$ cat src/rtl/da_fir_pkg.sv
package da_fir_pkg;

  localparam int unsigned DA_SAMPLE_W = 16;
  localparam int unsigned DA_COEF_W   = 16;
  localparam int unsigned DA_TAPS     = 8;
  localparam int unsigned DA_GROUP    = 4;

  typedef enum logic [0:0] {
    PH_IDLE  = 1'b0,
    PH_SHIFT = 1'b1
  } da_phase_e;

  function automatic int unsigned sel_width(input int unsigned n);
    return (n > 1) ? $clog2(n) : 1;
  endfunction

endpackage

$ cat src/rtl/da_frame_ctrl.sv
module da_frame_ctrl
  import da_fir_pkg::*;
#(
  parameter int unsigned SAMPLE_W = DA_SAMPLE_W
) (
  input  logic clk,
  input  logic rst,
  input  logic in_valid,
  output logic accept,
  output logic busy,
  output logic shift_en,
  output logic bit_first,
  output logic bit_last
);

  localparam int unsigned CNT_W = $clog2(SAMPLE_W);
  localparam logic [CNT_W-1:0] LAST_BIT = CNT_W'(SAMPLE_W - 1);

  da_phase_e        phase_q;
  logic [CNT_W-1:0] cnt_q;

  always_comb begin
    accept    = in_valid && (phase_q == PH_IDLE);
    busy      = (phase_q == PH_SHIFT);
    shift_en  = (phase_q == PH_SHIFT);
    bit_first = shift_en && (cnt_q == '0);
    bit_last  = shift_en && (cnt_q == LAST_BIT);
  end

  always_ff @(posedge clk) begin
    if (rst) begin
      phase_q <= PH_IDLE;
      cnt_q   <= '0;
    end else begin
      case (phase_q)
        PH_IDLE: begin
          cnt_q <= '0;
          if (accept) phase_q <= PH_SHIFT;
        end
        default: begin
          cnt_q <= cnt_q + 1'b1;
          if (cnt_q == LAST_BIT) phase_q <= PH_IDLE;
        end
      endcase
    end
  end

endmodule

$ cat src/rtl/da_tap_line.sv
module da_tap_line
  import da_fir_pkg::*;
#(
  parameter int unsigned SAMPLE_W = DA_SAMPLE_W,
  parameter int unsigned NUM_TAPS = DA_TAPS
) (
  input  logic                clk,
  input  logic                rst,
  input  logic                accept,
  input  logic [SAMPLE_W-1:0] sample,
  input  logic                rotate,
  output logic [NUM_TAPS-1:0] tap_bits
);

  logic [SAMPLE_W-1:0] tap_q [NUM_TAPS];

  for (genvar k = 0; k < NUM_TAPS; k++) begin : g_tap
    logic [SAMPLE_W-1:0] feed;
    if (k == 0) begin : g_head
      assign feed = sample;
    end else begin : g_body
      assign feed = tap_q[k-1];
    end

    always_ff @(posedge clk) begin
      if (rst) begin
        tap_q[k] <= '0;
      end else if (accept) begin
        tap_q[k] <= feed;
      end else if (rotate) begin
        tap_q[k] <= {tap_q[k][0], tap_q[k][SAMPLE_W-1:1]};
      end
    end

    assign tap_bits[k] = tap_q[k][0];
  end

endmodule

$ cat src/rtl/da_coef_table.sv
module da_coef_table
  import da_fir_pkg::*;
#(
  parameter int unsigned ADDR_W = DA_GROUP,
  parameter int unsigned WORD_W = DA_COEF_W + 2
) (
  input  logic              clk,
  input  logic              we,
  input  logic [ADDR_W-1:0] waddr,
  input  logic [WORD_W-1:0] wdata,
  input  logic              re,
  input  logic [ADDR_W-1:0] raddr,
  output logic [WORD_W-1:0] rdata
);

  localparam int unsigned DEPTH = 1 << ADDR_W;

  logic [WORD_W-1:0] mem [DEPTH];

  always_ff @(posedge clk) begin
    if (we) mem[waddr] <= wdata;
  end

  always_ff @(posedge clk) begin
    if (re) rdata <= mem[raddr];
  end

endmodule

$ cat src/rtl/da_shift_acc.sv
module da_shift_acc
  import da_fir_pkg::*;
#(
  parameter int unsigned NUM_TBL  = 2,
  parameter int unsigned ENTRY_W  = DA_COEF_W + 2,
  parameter int unsigned SAMPLE_W = DA_SAMPLE_W,
  parameter int unsigned SUM_W    = ENTRY_W + $clog2(NUM_TBL),
  parameter int unsigned Y_W      = SUM_W + SAMPLE_W
) (
  input  logic                       clk,
  input  logic                       rst,
  input  logic                       step,
  input  logic                       first,
  input  logic                       last,
  input  logic [NUM_TBL*ENTRY_W-1:0] entries,
  output logic                       out_valid,
  output logic [Y_W-1:0]             out_y
);

  logic signed [SUM_W-1:0] tbl_sum;
  logic signed [SUM_W-1:0] hi_q;
  logic [SAMPLE_W-1:0]     lo_q;
  logic signed [SUM_W:0]   base_x;
  logic signed [SUM_W:0]   sum_x;
  logic signed [SUM_W:0]   t_val;

  // Adder tree of all table words, each sign-extended to SUM_W bits.
  always_comb begin
    tbl_sum = '0;
    for (int g = 0; g < NUM_TBL; g++) begin
      tbl_sum = tbl_sum + SUM_W'($signed(entries[g*ENTRY_W +: ENTRY_W]));
    end
  end

  // The first bit starts from zero; the sign bit subtracts its weight.
  always_comb begin
    base_x = first ? '0 : (SUM_W+1)'(hi_q);
    sum_x  = (SUM_W+1)'(tbl_sum);
    t_val  = last ? (base_x - sum_x) : (base_x + sum_x);
  end

  always_ff @(posedge clk) begin
    if (rst) begin
      hi_q      <= '0;
      lo_q      <= '0;
      out_y     <= '0;
      out_valid <= 1'b0;
    end else begin
      out_valid <= step && last;
      if (step) begin
        hi_q <= t_val[SUM_W:1];
        lo_q <= {t_val[0], lo_q[SAMPLE_W-1:1]};
        if (last) out_y <= {t_val[SUM_W:1], t_val[0], lo_q[SAMPLE_W-1:1]};
      end
    end
  end

endmodule

$ cat src/rtl/da_fir_serial.sv
module da_fir_serial
  import da_fir_pkg::*;
#(
  parameter int unsigned SAMPLE_W = DA_SAMPLE_W,
  parameter int unsigned COEF_W   = DA_COEF_W,
  parameter int unsigned NUM_TAPS = DA_TAPS,
  parameter int unsigned GROUP    = DA_GROUP,
  localparam int unsigned NUM_TBL = NUM_TAPS / GROUP,
  localparam int unsigned SEL_W   = sel_width(NUM_TBL),
  localparam int unsigned ENTRY_W = COEF_W + $clog2(GROUP),
  localparam int unsigned SUM_W   = ENTRY_W + $clog2(NUM_TBL),
  localparam int unsigned Y_W     = SUM_W + SAMPLE_W
) (
  input  logic                clk,
  input  logic                rst,
  input  logic                in_valid,
  input  logic [SAMPLE_W-1:0] in_sample,
  output logic                busy,
  input  logic                tbl_we,
  input  logic [SEL_W-1:0]    tbl_sel,
  input  logic [GROUP-1:0]    tbl_addr,
  input  logic [ENTRY_W-1:0]  tbl_wdata,
  output logic                out_valid,
  output logic [Y_W-1:0]      out_y
);

  logic                       accept;
  logic                       shift_en;
  logic                       bit_first;
  logic                       bit_last;
  logic [NUM_TAPS-1:0]        tap_bits;
  logic [NUM_TBL*ENTRY_W-1:0] entries;
  logic                       rd_valid;
  logic                       rd_first;
  logic                       rd_last;

  da_frame_ctrl #(
    .SAMPLE_W (SAMPLE_W)
  ) u_ctrl (
    .clk       (clk),
    .rst       (rst),
    .in_valid  (in_valid),
    .accept    (accept),
    .busy      (busy),
    .shift_en  (shift_en),
    .bit_first (bit_first),
    .bit_last  (bit_last)
  );

  da_tap_line #(
    .SAMPLE_W (SAMPLE_W),
    .NUM_TAPS (NUM_TAPS)
  ) u_taps (
    .clk      (clk),
    .rst      (rst),
    .accept   (accept),
    .sample   (in_sample),
    .rotate   (shift_en),
    .tap_bits (tap_bits)
  );

  for (genvar g = 0; g < NUM_TBL; g++) begin : g_tbl
    logic tbl_wr;
    assign tbl_wr = tbl_we && !busy && (tbl_sel == SEL_W'(g));

    da_coef_table #(
      .ADDR_W (GROUP),
      .WORD_W (ENTRY_W)
    ) u_table (
      .clk   (clk),
      .we    (tbl_wr),
      .waddr (tbl_addr),
      .wdata (tbl_wdata),
      .re    (shift_en),
      .raddr (tap_bits[g*GROUP +: GROUP]),
      .rdata (entries[g*ENTRY_W +: ENTRY_W])
    );
  end

  // Tags that travel alongside the registered table read.
  always_ff @(posedge clk) begin
    if (rst) begin
      rd_valid <= 1'b0;
      rd_first <= 1'b0;
      rd_last  <= 1'b0;
    end else begin
      rd_valid <= shift_en;
      rd_first <= bit_first;
      rd_last  <= bit_last;
    end
  end

  da_shift_acc #(
    .NUM_TBL  (NUM_TBL),
    .ENTRY_W  (ENTRY_W),
    .SAMPLE_W (SAMPLE_W),
    .SUM_W    (SUM_W),
    .Y_W      (Y_W)
  ) u_acc (
    .clk       (clk),
    .rst       (rst),
    .step      (rd_valid),
    .first     (rd_first),
    .last      (rd_last),
    .entries   (entries),
    .out_valid (out_valid),
    .out_y     (out_y)
  );

endmodule

$ cat config.mk
export PLATFORM = sky130hd
export DESIGN_NAME = da_fir_serial
export DESIGN_NICKNAME = d
export VERILOG_FILES = /design/src/rtl/da_fir_pkg.sv /design/src/rtl/da_frame_ctrl.sv /design/src/rtl/da_tap_line.sv /design/src/rtl/da_coef_table.sv /design/src/rtl/da_shift_acc.sv /design/src/rtl/da_fir_serial.sv
export SDC_FILE = /design/constraint.sdc
export NUM_CORES = 1
export LEC_CHECK = 0
export BUFFER_PORTS_ARGS = -buffer_cell sky130_fd_sc_hd__buf_2
export CORE_MARGIN = 1
export CORE_UTILIZATION = 50
export CTS_CLUSTER_DIAMETER = 50
export DETAILED_ROUTE_END_ITERATION = 8
export GPL_ROUTABILITY_DRIVEN = 0
export PLACE_DENSITY = 0.66
export SYNTH_ARGS = -nofsm -noshare
export SYNTH_HDL_FRONTEND = slang
export SYNTH_SLANG_ARGS = --single-unit
$ cat constraint.sdc
create_clock -name clk -period 9.04 [get_ports clk]
set_input_delay 0.904 -clock clk [delete_from_list [all_inputs] [get_ports clk]]
set_output_delay 0.904 -clock clk [all_outputs]
set_load 0.05 [all_outputs]
## Yosys cells after proc, flatten, opt, wreduce, memory -nomap -nowiden

Memory sizes are Yosys's and may differ from the RTL's. A register that Yosys moved wholly into a read port is not among the register bits.
Index checks and enable logic that the tools add are counted.

| cells by class | value |
|---|---|
| add/sub/neg operators | 4 |
| equal/unequal tests | 1 |
| mux-type cells | 33 |
| bitwise gates (word level) | 18 |
| reduce and logical (&&, ||, !) cells | 11 |

Operator list:

| operator | number |
|---|---|
| $mux 16 | 16 |
| $mux 20 | 2 |
| $add 20x19->20 | 1 |
| $sub 20x19->20 | 1 |
| $add 18x18->19 | 1 |
| $or 1x1->1 | 16 |
| $mux 1 | 15 |
| $logic_and 1x1->1 | 7 |
| $add 4x1->4 const B | 1 |
| $eq 4x4->1 const B | 1 |
| $logic_not 4->1 | 1 |
| $not 1->1 | 2 |
| $reduce_and 2->1 | 1 |
| $reduce_or 2->1 | 1 |
| $logic_not 1->1 | 1 |

| storage, ports and cells | value |
|---|---|
| bits in registers | 79 |
| memory bits (writable) | 704 |
| input bits | 43 |
| output and inout port bits | 37 |
| word-level logic and storage cells | 79 |
| memories kept | 3 |

Memories:

| memory | words | bits a word | rd ports | clocked after memory_dff | write ports | RTL line | text |
|---|---|---|---|---|---|---|---|
| g_tbl[0].u_table.mem | 16 | 18 | 1 | 1 | 1 | da_coef_table.sv:18 | `logic [WORD_W-1:0] mem [DEPTH];` |
| g_tbl[1].u_table.mem | 16 | 18 | 1 | 1 | 1 | da_coef_table.sv:18 |  |
| u_taps.tap_q | 8 | 16 | 8 | 0 | 8 | da_tap_line.sv:15 | `logic [SAMPLE_W-1:0] tap_q [NUM_TAPS];` |

## Longest topological paths before layout

Gate-level depths: netlist of the first run.

| logic depth | value |
|---|---|
| depth after elaboration | 7 |
| mapped depth | 21 |
| gate-level depth less buffers | 21 |

## By module

From an unflattened synthesis of the first run, not the netlist that was laid out.

| unflattened totals | value |
|---|---|
| cell total of the unflattened synthesis | 1911 |
| area, all modules | 33686.1 um2 |

Modules (own cells, without submodules):

| module | instances | cells an instance | area an instance (um2) | sequential area each (um2) |
|---|---|---|---|---|
| da_coef_table (g_tbl[1].u_table) | 1 | 482 | 11503.5 | 9188.8 |
| da_coef_table (g_tbl[0].u_table) | 1 | 482 | 11502.3 | 9188.8 |
| da_tap_line | 1 | 311 | 5557.8 | 3843.7 |
| da_shift_acc | 1 | 602 | 4783.3 | 1401.3 |
| da_frame_ctrl | 1 | 26 | 239.0 | 100.1 |
| da_fir_serial | 1 | 8 | 100.1 | 60.1 |

## Least setup slack after synthesis of the first run

No wires, ideal clock.

| timing | value |
|---|---|
| path type | register to register |
| start | reg g_tbl[0].u_table.rdata[0] (read register of g_tbl[0].u_table.mem) |
| end | reg u_acc.out_y[34] |
| arrival time | 4.454 ns |
| setup slack | 4.500 ns |
| cell stages (with the launch flop) | 21 |
| path buffers | 0 |
| path through | edfxtp_1 > ha_1 > fa_1 > a21o_1 > and4_1 > o21ai_0 > nor3b_1 > o211a_2 > and4_1 > and3_1 > nor2_1 > xnor2_1 > ha_1 > a21oi_1 > o21bai_1 > a21oi_1 > o21ai_0 > a211oi_1 > nand3_1 > xnor2_1 > a211oi_1 |

| between the ends | value |
|---|---|
| word-level cells in the longest chain between the ends | 3 |

RTL lines:

| item | RTL line | text |
|---|---|---|
| start: declaration | da_coef_table.sv:13 | `output logic [WORD_W-1:0] rdata` |
| $add 18x18->19 * | da_shift_acc.sv:31 | `tbl_sum = tbl_sum + SUM_W'($signed(entries[g*ENTRY_W +: ENTRY_W]));` |
| $add 20x19->20 or $sub 20x19->20 (tied branches) | da_shift_acc.sv:39 | `t_val = last ? (base_x - sum_x) : (base_x + sum_x);` |
| $mux 20 * | da_shift_acc.sv:39 |  |
| end signal: assignment | da_shift_acc.sv:53 | `if (last) out_y <= {t_val[SUM_W:1], t_val[0], lo_q[SAMPLE_W-1:1]};` |
| end: declaration | da_shift_acc.sv:17 | `output logic [Y_W-1:0] out_y` |

Mark *: on every way between the ends. The rest lies on a longest branch, timed or not.
A chain may end at the register's enable or synchronous reset.

## Worst setup path after layout of the first run

Same ends and word-level chain as after synthesis.

==> results of run 1 <==
-- tightest hold or removal path, cell delays in order, from the launching register on --
cell	delay (ns)
dfxtp_1	0.30
nand2_1	0.05
a21oi_1	0.05
-- report_power, final --
part | leakage, nW | switching [mW] | internal, mW
combinational | 3.36 | 0.653 | 0.453
clock | 1.37 | 1.48 | 2.02
sequential | 7.61 | 0.0609 | 4.26
-- flip-flops by register name (all words and copies together) (netlist names) --
| name | flops |
|---|---|
| u_acc.out_y | 35 |
| u_ctrl.busy | 1 |
| u_acc.hi_q | 19 |
| rd_valid | 1 |
| g_tbl.u_table.rdata | 36 |
| u_acc.lo_q | 15 |
| u_ctrl.cnt_q | 4 |
| u_taps.tap_q | 128 |
| u_acc.out_valid | 1 |
| rd_last | 1 |
| g_tbl.u_table.mem | 576 |
| rd_first | 1 |
-- metrics by stage --
| step | setup slack [ns] | cell area, um^2 | cells | total power, mW |
|---|---|---|---|---|
| floorplan | 4.50 | 33000 | 1803 | 5.19 |
| global placement | 4.04 | 34600 | 2677 | 5.49 |
| detailed placement | 3.92 | 34600 | 2677 | 5.50 |
| CTS | 3.89 | 37400 | 2838 | 8.99 |
| global route | 3.48 | 37400 | 2838 | 9.24 |
| finish | 3.89 | 37400 | 2839 | 8.92 |
-- synthesized netlist by cell type, types with 5 or more instances --
library cell	n	area share [%]
edfxtp_1	740	67
nor2b_1	18	0.34
a211oi_1	11	0.25
nor3b_1	6	0.14
xor2_1	15	0.40
ha_1	40	1.5
o21ai_1	5	0.076
o31ai_1	9	0.20
nor3_1	16	0.24
buf_1	18	0.20
nand3_1	14	0.21
a31oi_1	6	0.11
mux2i_1	31	0.94
nor2_1	98	1.1
and2_1	5	0.095
o21ai_0	12	0.18
clkbuf_1	78	0.89
a21o_1	9	0.20
inv_1	24	0.27
nand2b_1	10	0.19
a21oi_1	68	1.0
dfxtp_1	78	4.7
mux4_2	180	12
nand3b_1	9	0.20
a22o_1	128	3.4
xnor2_1	31	0.82
nand2_1	84	0.96
-- per-layer routing --
metal / track usage, % / part of all wire (%) / up-vias
li1: - / - / 7551
met1: 30.1 / 43 / 8936
met2: 34.0 / 49 / 481
met3: 3.49 / 6.0 / 97
met4: 5.62 / 1.7 / 4
met5: 0 / 0.039 / -
-- how the worst min path moves through the flow --
stage,depth (start not counted),start,end
4_1_cts,2,u_acc.out_y[4]$_SDFFE_PP0P_,u_acc.out_y[4]$_SDFFE_PP0P_
6_report,2,u_acc.out_y[4]$_SDFFE_PP0P_,u_acc.out_y[4]$_SDFFE_PP0P_
3_5_place_dp,2,u_acc.out_y[4]$_SDFFE_PP0P_,u_acc.out_y[4]$_SDFFE_PP0P_
2_1_floorplan,1,u_ctrl.cnt_q[0]$_SDFF_PP0_,u_ctrl.cnt_q[0]$_SDFF_PP0_
5_1_grt,2,u_acc.out_y[33]$_SDFFE_PP0P_,u_acc.out_y[33]$_SDFFE_PP0P_
3_3_place_gp,2,u_acc.lo_q[1]$_SDFFE_PP0P_,u_acc.out_y[0]$_SDFFE_PP0P_
-- final cells by class --
class | count | area, um^2
multi-input cells | 861 | 8910
well taps | 855 | 1070
clock inverters | 52 | 505
fillers | 4777 | 27400
flip-flops and latches | 818 | 23800
diodes | 1 | 2.50
repair buffers | 118 | 688
clock buffers | 109 | 2320
inverters | 25 | 96.3
-- kinds of logic after synthesis --
group	Yosys count
flip-flops	818
AND/OR/NAND/NOR	287
AO/OA/AOI/OAI	275
multiplexers	211
buffers and inverters	124
XOR/XNOR	46
adder cells (fa/ha/maj)	42
==> summary.md, run 1 <==
| Metric | Value |
|---|---|
| Hold_ws | `around 0.45 ns` |
| Required time of the critical path | `9.58 ns` |
| Synth Area in XOR/XNOR | `1.22%` |
| Minimum clock period | `around 5 ns` |
| CP max FO | `5` |
| Outcome | `finished clean` |
| YS warnings | `0` |
| Ports | `80` |
| Period utilisation layout | `57.0%` |
| RSZ-0062 raised after global routing | `false` |
| Die Wd | `around 260 um` |
| GR Overflow Total | `0` |
| Post-synth top flop | `edfxtp_1` |
| Post-Synth Adder-Cell Area | `1.64%` |
| CTS tree | `yes` |
| Total track usage | `a little over a fifth` |
| Core Box Area | `0.0648 mm^2` |
| Antenna violations before repair | `4` |
| Post-synth net total | `1888` |
| DR WL/cell | `approximately 24 um` |
| Reg-to-Reg End | `u_acc.out_y[34]$_SDFFE_PP0P_` |
| DRT iter0 DRCs | `around 1700` |
| Die area | `0.0670 mm^2` |
| Yosys cell types | `64` |
| Pin count of the biggest net entering global routing | `103` |
| Hold_buf cts | `0` |
| Max Fclk | `0.194 GHz` |
| Buffers on Ports | `79` |
| Commonest non-fill, non-tap cell in the layout | `edfxtp_1` |
| Vias | `17100` |
| Max Slew Vio Count | `0` |
| Final core utilization | `slightly below 60%` |
| Post-CTS setup buffer count | `0` |
| Residual DRC | `0` |
| CP max-delay cell | `nor3b_1` |
| Layout cells sized above 1 | `between 20% and 30%` |
| CP Data Arrival Time | `5.70 ns` |
| Critical path, cell by cell | `ha_1 -> fa_1 -> a21o_1 -> and4_1 -> o21ai_0 -> nor3b_1 -> o211a_2 -> and4_1 -> and3_1 -> nor2_1 -> xnor2_1 -> ha_1 -> a21oi_1 -> o21bai_1 -> a21oi_1 -> o21ai_0 -> a211oi_1 -> nand3_1 -> xnor2_1 -> a211oi_1` |
| Routed Antenna Nets | `0` |
| Setup crit end kind | `flop` |
| Critical Path Stages | `20` |
| Min-Delay Path Class | `flop to flop` |
| Simple-gate share of the synthesized area | `4.22%` |
| Final setup fails | `0` |
| Clock tree buffer depth | `3` |
| Pwr dens | `approximately 240 mW/mm^2` |
| First-pass detailed-route iteration total | `5` |
| Setup TNS | `0 ns` |
| Maximum VDD drop | `150 uV` |
| Row cnt | `93` |
| EDFF count, synth | `between 700 and 800` |
| Multiplexer share of the synthesized area | `13.2%` |
| Clock Skews | `0.0211 ns` |
| Overall routed net length | `69.4 mm` |
| CTS Buf Count | `89` |
| WS Path Type | `flop to flop` |
| First-pass GRT wire length | `106 mm` |
| CP max stage delay | `0.49 ns` |
| Startpoint types | `flop` |
| Slew HR | `23.4%` |
| Initial core utilization | `~51%` |
| Vias/cell | `6.01` |
| FFs w/ async S/R, synth | `0%` |
| Max Cap Viol | `0` |
| Worst slew pin tran | `1.15 ns` |
| R2R Setup Slk | `3.89 ns` |
| CTS H-Tree Depth | `3` |
| Vias in the first global route | `17300` |
| Most frequent cells in the layout | `edfxtp_1, mux4_2, a22o_1` |
| P_leak | `12.3 nW` |
| Die Ht | `about 260 um` |
| Largest family of logic cells by synthesized area | `multiplexers` |
| Clock root buffer | `clkbuf_16` |
| Sinks on Clock Net | `roughly 820` |
| Cell Area, Synth | `0.0330 mm^2` |
| Seq cells post-synth | `818` |
| Syn Inst Count | `about 1800` |
| Compound-Gate Fraction of Synth Area | `under 10%` |
| Crit path capture | `u_acc.out_y[34]$_SDFFE_PP0P_` |
| Post-cts repair resize count | `0` |
| Area grow syn2layout | `13.3%` |
| Top Family by Delay on Critical Path | `compound AO/OA/AOI/OAI gates` |
| Final-report hold violation count | `0` |
| Worst setup path start | `g_tbl[0].u_table.rdata[0]$_DFFE_PP_` |
| Average size of a mapped cell | `18.3 um^2` |
| NumNets Final | `1998` |
| Worst-Skew Late Latency | `0.64 ns` |
| Path depth of the worst reg2reg path | `20` |
| Worst r2r src | `g_tbl[0].u_table.rdata[0]$_DFFE_PP_` |
| HPWL Detailed | `38.9 mm` |
| CP bufs+invs | `0` |
| Register area share after synthesis | `72.1%` |
| Clock transition at the registers of the reported paths | `around 0.060 ns` |
Note: power is estimated with default switching activity, not from simulation.
==> run 2, diff against run 1 <==
ABC_AREA = 1   (was default)
clock period = 4.8 ns   (was 9.04 ns; I/O delays follow)
==> summary.md, run 2 <==
| Metric | Value |
|---|---|
| Total track usage | `23.2%` |
| Period utilisation layout | `87.4%` |
| CP max FO | `5` |
| First-pass detailed-route iteration total | `6` |
| Post-synth net total | `3021` |
| Most common cell on crit path | `nand2_1` |
| HPWL Detailed | `47.1 mm` |
| Residual DRC | `0` |
| FFs w/ async S/R, synth | `0%` |
| NumNets Final | `3081` |
| CP bufs+invs | `4` |
| Post-cts repair resize count | `0` |
| Die area | `0.0695 mm^2` |
| Post-CTS setup buffer count | `0` |
| RSZ-0062 raised after global routing | `false` |
| ANT cells | `0` |
| Register name with the most flops | `g_tbl.u_table.mem` |
| Maximum VDD drop | `239 uV` |
| Hold_ws | `0.161 ns` |
| Vias/cell | `5.83` |
| WS Path Type | `flop to flop` |
| Worst r2r src | `g_tbl[0].u_table.rdata[0]$_DFFE_PP_` |
| CP max-delay cell | `fa_1` |
| Die Ht | `~260 um` |
| Die Wd | `264 um` |
| Final-report hold violation count | `0` |
| CTS Buf Count | `between 80 and 90` |
| Routed Antenna Nets | `0` |
| Pwr dens | `457 mW/mm^2` |
| Setup crit end kind | `flop` |
| Overall routed net length | `a little over 80 mm` |
| Cell Area, Synth | `0.0342 mm^2` |
| Min-Delay Path Class | `input pin to flop` |
| Worst-Skew Late Latency | `0.64 ns` |
| Most frequent cells in the layout | `edfxtp_1, nor2_1, o21ai_0` |
| CP max stage delay | `0.45 ns` |
| Largest registers | `g_tbl.u_table.mem: 576 flops, u_taps.tap_q: 128 flops, g_tbl.u_table.rdata: 36 flops` |
| First-pass GRT wire length | `between 100 and 150 mm` |
| Minimum clock period | `4.20 ns` |
| Top post-synthesis cells by area | `edfxtp_1, o21ai_0, nor2_1` |
| Hold_sp | `in_sample[1]` |
| Path depth of the worst reg2reg path | `25` |
| Yosys top cell area share | `around two thirds` |
| CTS H-Tree Depth | `3` |
| Vias | `between 20000 and 25000` |
| Row cnt | `95` |
| Reg-to-Reg End | `u_acc.out_y[29]$_SDFFE_PP0P_` |
| Worst slew pin tran | `1.10 ns` |
| Max Slew Vio Count | `0` |
| Final core utilization | `a little under three fifths` |
| YS warnings | `0` |
| Seq cells post-synth | `818` |
| Post-synth top flop | `edfxtp_1` |
| Antenna violations before repair | `0` |
| Ports | `80` |
| R2R Setup Slk | `0.60 ns` |
| Startpoint types | `flop` |
| Clock transition at the registers of the reported paths | `0.06 ns` |
| Clock tree buffer depth | `3` |
| Max Cap Viol | `0` |
| WHS Endpoint | `u_taps.tap_q[0][1]$_DFFE_PP_` |
| Buffers on Ports | `79` |
| Register area share after synthesis | `69.5%` |
| Vias in the first global route | `22200` |
| CTS tree | `yes` |
| Final setup fails | `0` |
| Slew HR | `26.6%` |
| Count leader, synth | `edfxtp_1` |
| GR Overflow Total | `0` |
| Top Family by Delay on Critical Path | `adder cells` |
| Layout cells sized above 1 | `11.2%` |
| Required time of the critical path | `5.31 ns` |
| Initial core utilization | `50.8%` |
| Sinks on Clock Net | `818` |
| Setup TNS | `0 ns` |
| Final std cell area, no fill | `0.0385 mm^2` |
| DRT iter0 DRCs | `2197` |
| Commonest cells post-synth | `edfxtp_1, nor2_1, o21ai_0` |
| Area grow syn2layout | `12.4%` |
| Placed inst area | `0.0356 mm^2` |
| Largest register FFs | `about 580` |
| Max Fclk | `0.238 GHz` |
| Pin count of the biggest net entering global routing | `114` |
| Core Box Area | `0.0674 mm^2` |
| Synth area leader | `edfxtp_1` |
| Clock Skews | `0.0196 ns` |
| Hold_buf cts | `0` |
| Average size of a mapped cell | `11.7 um^2` |
| Yosys cell types | `39` |
| Clock root buffer | `clkbuf_16` |
| Syn Inst Count | `2936` |
| Outcome | `finished clean` |
| Hold Crit Depth | `3` |
| CP Data Arrival Time | `4.71 ns` |
| EDFF count, synth | `740` |
| P_leak | `about 14 nW` |
| Fillers | `5420` |
| Commonest non-fill, non-tap cell in the layout | `edfxtp_1` |
| DR WL/cell | `20.6 um` |
==> run 2: layer usage <==
metal	global-route usage, %	wire (um)	vias up
met5	0	0	-
met4	8.08	1980	0
met3	3.16	5760	134
met2	38.1	38700	799
met1	31.9	34900	11300
li1	-	-	10700
==> run 2: cell families (layout without fill, tap and decap cells) <==
logic type / after synthesis / in the layout / synth area share (%)
compound gates: 725 / 725 / 12.8
fa+ha+maj: 42 / 42 / 1.58
buf+inv: 438 / 567 / 4.82
xor+xnor: 29 / 29 / 0.742
flops: 818 / 818 / 69.5
simple gates: 884 / 884 / 10.6
==> run 2: report_power, final <==
part	leakage, nW	switching [mW]	internal, mW
Clock	1.40	2.79	3.86
Sequential	7.56	0.0966	8.07
Combinational	5.05	1.97	0.807
==> run 2: area by class of cell <==
type,instances,area (um^2),share of cell area [%]
sequential,818,23800,61.8
clock buffer,106,2320,6.04
timing repair buffer,142,881,2.29
tap,873,1090,2.84
multi-input combinational,1680,8860,23.0
clock inverter,54,536,1.39
inverter,265,1000,2.60
==> run 2: how the worst max path moves through the flow <==
stage / startpoint / endpoint / slack [ns] / depth (start not counted)
floorplan: u_ctrl.busy$_SDFF_PP0_ / u_taps.tap_q[0][0]$_DFFE_PP_ / 0.69 / 5
global placement: g_tbl[0].u_table.rdata[0]$_DFFE_PP_ / u_acc.out_y[32]$_SDFFE_PP0P_ / 0.71 / 23
finish: g_tbl[0].u_table.rdata[0]$_DFFE_PP_ / u_acc.out_y[29]$_SDFFE_PP0P_ / 0.60 / 25
detailed placement: g_tbl[0].u_table.rdata[0]$_DFFE_PP_ / u_acc.out_y[32]$_SDFFE_PP0P_ / 0.68 / 23
CTS: g_tbl[0].u_table.rdata[0]$_DFFE_PP_ / u_acc.out_y[32]$_SDFFE_PP0P_ / 0.64 / 23
global route: g_tbl[0].u_table.rdata[0]$_DFFE_PP_ / u_acc.hi_q[13]$_SDFFE_PP0P_ / 0.19 / 25
==> run 2: tightest hold or removal path, stage by stage <==
cell and delay [ns]:
buf_2 0.07, nand3_1 0.06, o21ai_0 0.06
==> run 2: metrics by stage <==
| step | setup WS, ns | std cells | power [mW] |
|---|---|---|---|
| 2_1_floorplan | 0.693 | 2936 | 10.2 |
| 3_3_place_gp | 0.706 | 3778 | 11.0 |
| 3_5_place_dp | 0.675 | 3778 | 11.1 |
| 4_1_cts | 0.643 | 3938 | 17.7 |
| 5_1_grt | 0.185 | 3938 | 18.3 |
| 6_report | 0.604 | 3938 | 17.6 |
==> run 3, diff against run 2 <==
CORE_UTILIZATION = 25   (was 50)
PLACE_DENSITY = default   (was 0.66)
SLEW_MARGIN = 20   (was default)
==> summary.md, run 3 (synthesis gave the netlist of run 2 again) <==
| Metric | Value |
|---|---|
| Total power | `~18 mW` |
| Total track usage | `between 10% and 20%` |
| Row cnt | `roughly 140` |
| CTS tree | `yes` |
| Final setup fails | `0` |
| Post-CTS setup buffer count | `0` |
| Setup TNS | `0 ns` |
| HPWL Detailed | `~50 mm` |
| Register name with the most flops | `g_tbl.u_table.mem` |
| Hold_ws | `0.155 ns` |
| Routed Antenna Nets | `0` |
| CP max stage delay | `around 0.44 ns` |
| Vias in the first global route | `about 22000` |
| CTS H-Tree Depth | `3` |
| Core Box Area | `0.136 mm^2` |
| Minimum clock period | `4.15 ns` |
| Final-report hold violation count | `0` |
| Setup crit end kind | `flop` |
| Worst slew pin tran | `1.06 ns` |
| Buffers on Ports | `just under 80` |
| Clock Skews | `0.0593 ns` |
| Die area | `0.138 mm^2` |
| Post-Place Worst Slack | `between 0.6 and 0.7 ns` |
| Sinks on Clock Net | `between 800 and 900` |
| Required time of the critical path | `5.35 ns` |
| CTS Buf Count | `92` |
| WS Path Type | `flop to flop` |
| Pin count of the biggest net entering global routing | `93` |
| Outcome | `finished clean` |
| Pwr dens | `446 mW/mm^2` |
| Area grow syn2layout | `16.0%` |
| Most frequent cells in the layout | `edfxtp_1, nor2_1, o21ai_0` |
| P_leak | `around 14 nW` |
| Overall routed net length | `86.6 mm` |
| CP max-delay cell | `fa_1` |
| Worst-Skew Late Latency | `a little under 0.7 ns` |
| Maximum VDD drop | `302 uV` |
| Die Ht | `372 um` |
| Ports | `80` |
| Max Cap Viol | `0` |
| Clock root buffer | `clkbuf_16` |
| Max Fclk | `0.241 GHz` |
| NumNets Final | `3081` |
| Post-cts repair resize count | `0` |
| Clock transition at the registers of the reported paths | `0.06 ns` |
| Min-Delay Path Class | `input pin to flop` |
| CP max FO | `5` |
| Die Wd | `roughly 370 um` |
| GR Overflow Total | `0` |
| Startpoint types | `flop` |
| Vias | `roughly 23000` |
| Commonest non-fill, non-tap cell in the layout | `edfxtp_1` |
| DRT iter0 DRCs | `2004` |
| Clock tree buffer depth | `3` |
| Layout cells sized above 1 | `11.4%` |
| Critical path, cell by cell | `ha_1 -> fa_1 -> inv_1 -> ha_1 -> o21ai_0 -> nor2_1 -> inv_1 -> nor3_2 -> nand2_1 -> nor2_2 -> nand4_1 -> nand2_1 -> xor2_1 -> ha_1 -> a21oi_1 -> o21ai_0 -> nand2_1 -> o2111ai_1 -> a31oi_1 -> inv_1 -> nand3_2 -> nand3_1 -> nand2_1 -> inv_1` |
| Residual DRC | `0` |
| Max Slew Vio Count | `0` |
| Antenna violations before repair | `11` |
| First-pass detailed-route iteration total | `5` |
| Hold_buf cts | `0` |
| Period utilisation layout | `86.4%` |
| Largest registers | `g_tbl.u_table.mem: 576 flops, u_taps.tap_q: 128 flops, g_tbl.u_table.rdata: 36 flops` |
| Final worst slack | `around 0.65 ns` |
| First-pass GRT wire length | `132 mm` |
| Vias/cell | `between 4 and 5` |
| Largest register FFs | `576` |
| RSZ-0062 raised after global routing | `false` |
| DR WL/cell | `17.8 um` |
| Slew HR | `29.3%` |
| CP Data Arrival Time | `~4.7 ns` |
| Initial core utilization | `25.2%` |
==> run 3: critical path, delay by kind of cell, from the launching register on <==
kind / cells / cell delay (ns)
fa+ha+maj: 4 / 1.18
simple gates: 10 / 1.11
compound gates: 5 / 0.92
buf+inv: 4 / 0.30
flops: 1 / 0.36
xor+xnor: 1 / 0.20
==> run 3: where the power goes <==
group / switching [mW] / internal [mW]
clock: 2.93 / 3.86
combinational: 1.98 / 0.801
sequential: 0.0784 / 8.07
total: 4.99 / 12.7
==> run 3: layout make-up <==
class                   count  area [um^2]
diodes                      1         2.50
clock inverters            56          527
repair buffers            139          858
clock buffers             115         2400
fillers                 13800        95900
flip-flops and latches    818        23800
inverters                 265         1000
well taps                1781         2230
multi-input cells        1680         8910
==> run 3: path summary, 6_finish.rpt <==
check / from / end / slack, ns / depth (start not counted)
max: g_tbl[0].u_table.rdata[0]$_DFFE_PP_ / u_acc.out_y[34]$_SDFFE_PP0P_ / 0.65 / 24
min: in_sample[0] / u_taps.tap_q[0][0]$_DFFE_PP_ / 0.16 / 3
max reg2reg: g_tbl[0].u_table.rdata[0]$_DFFE_PP_ / u_acc.out_y[34]$_SDFFE_PP0P_ / 0.65 / 24
min reg2reg: u_acc.lo_q[8]$_SDFFE_PP0P_ / u_acc.out_y[7]$_SDFFE_PP0P_ / 0.46 / 2
==> run 3: through the flow <==
stage / std cells / cell area (um^2) / utilization [%]
2_1_floorplan: 2936 / 34200 / -
3_3_place_gp: 4683 / 36800 / 27.1
3_5_place_dp: 4683 / 36800 / 27.1
4_1_cts: 4854 / 39700 / 29.3
5_1_grt: 4855 / 39700 / 29.3
6_report: 4855 / 39700 / 29.3
==> run 3: layer usage <==
metal	share of wire, %	vias to the layer above	GRT usage (%)
li1	-	10700	-
met1	44	11000	16.4
met2	48	607	20.5
met3	6.3	139	2.37
met4	2.1	18	3.07
met5	0.12	-	0
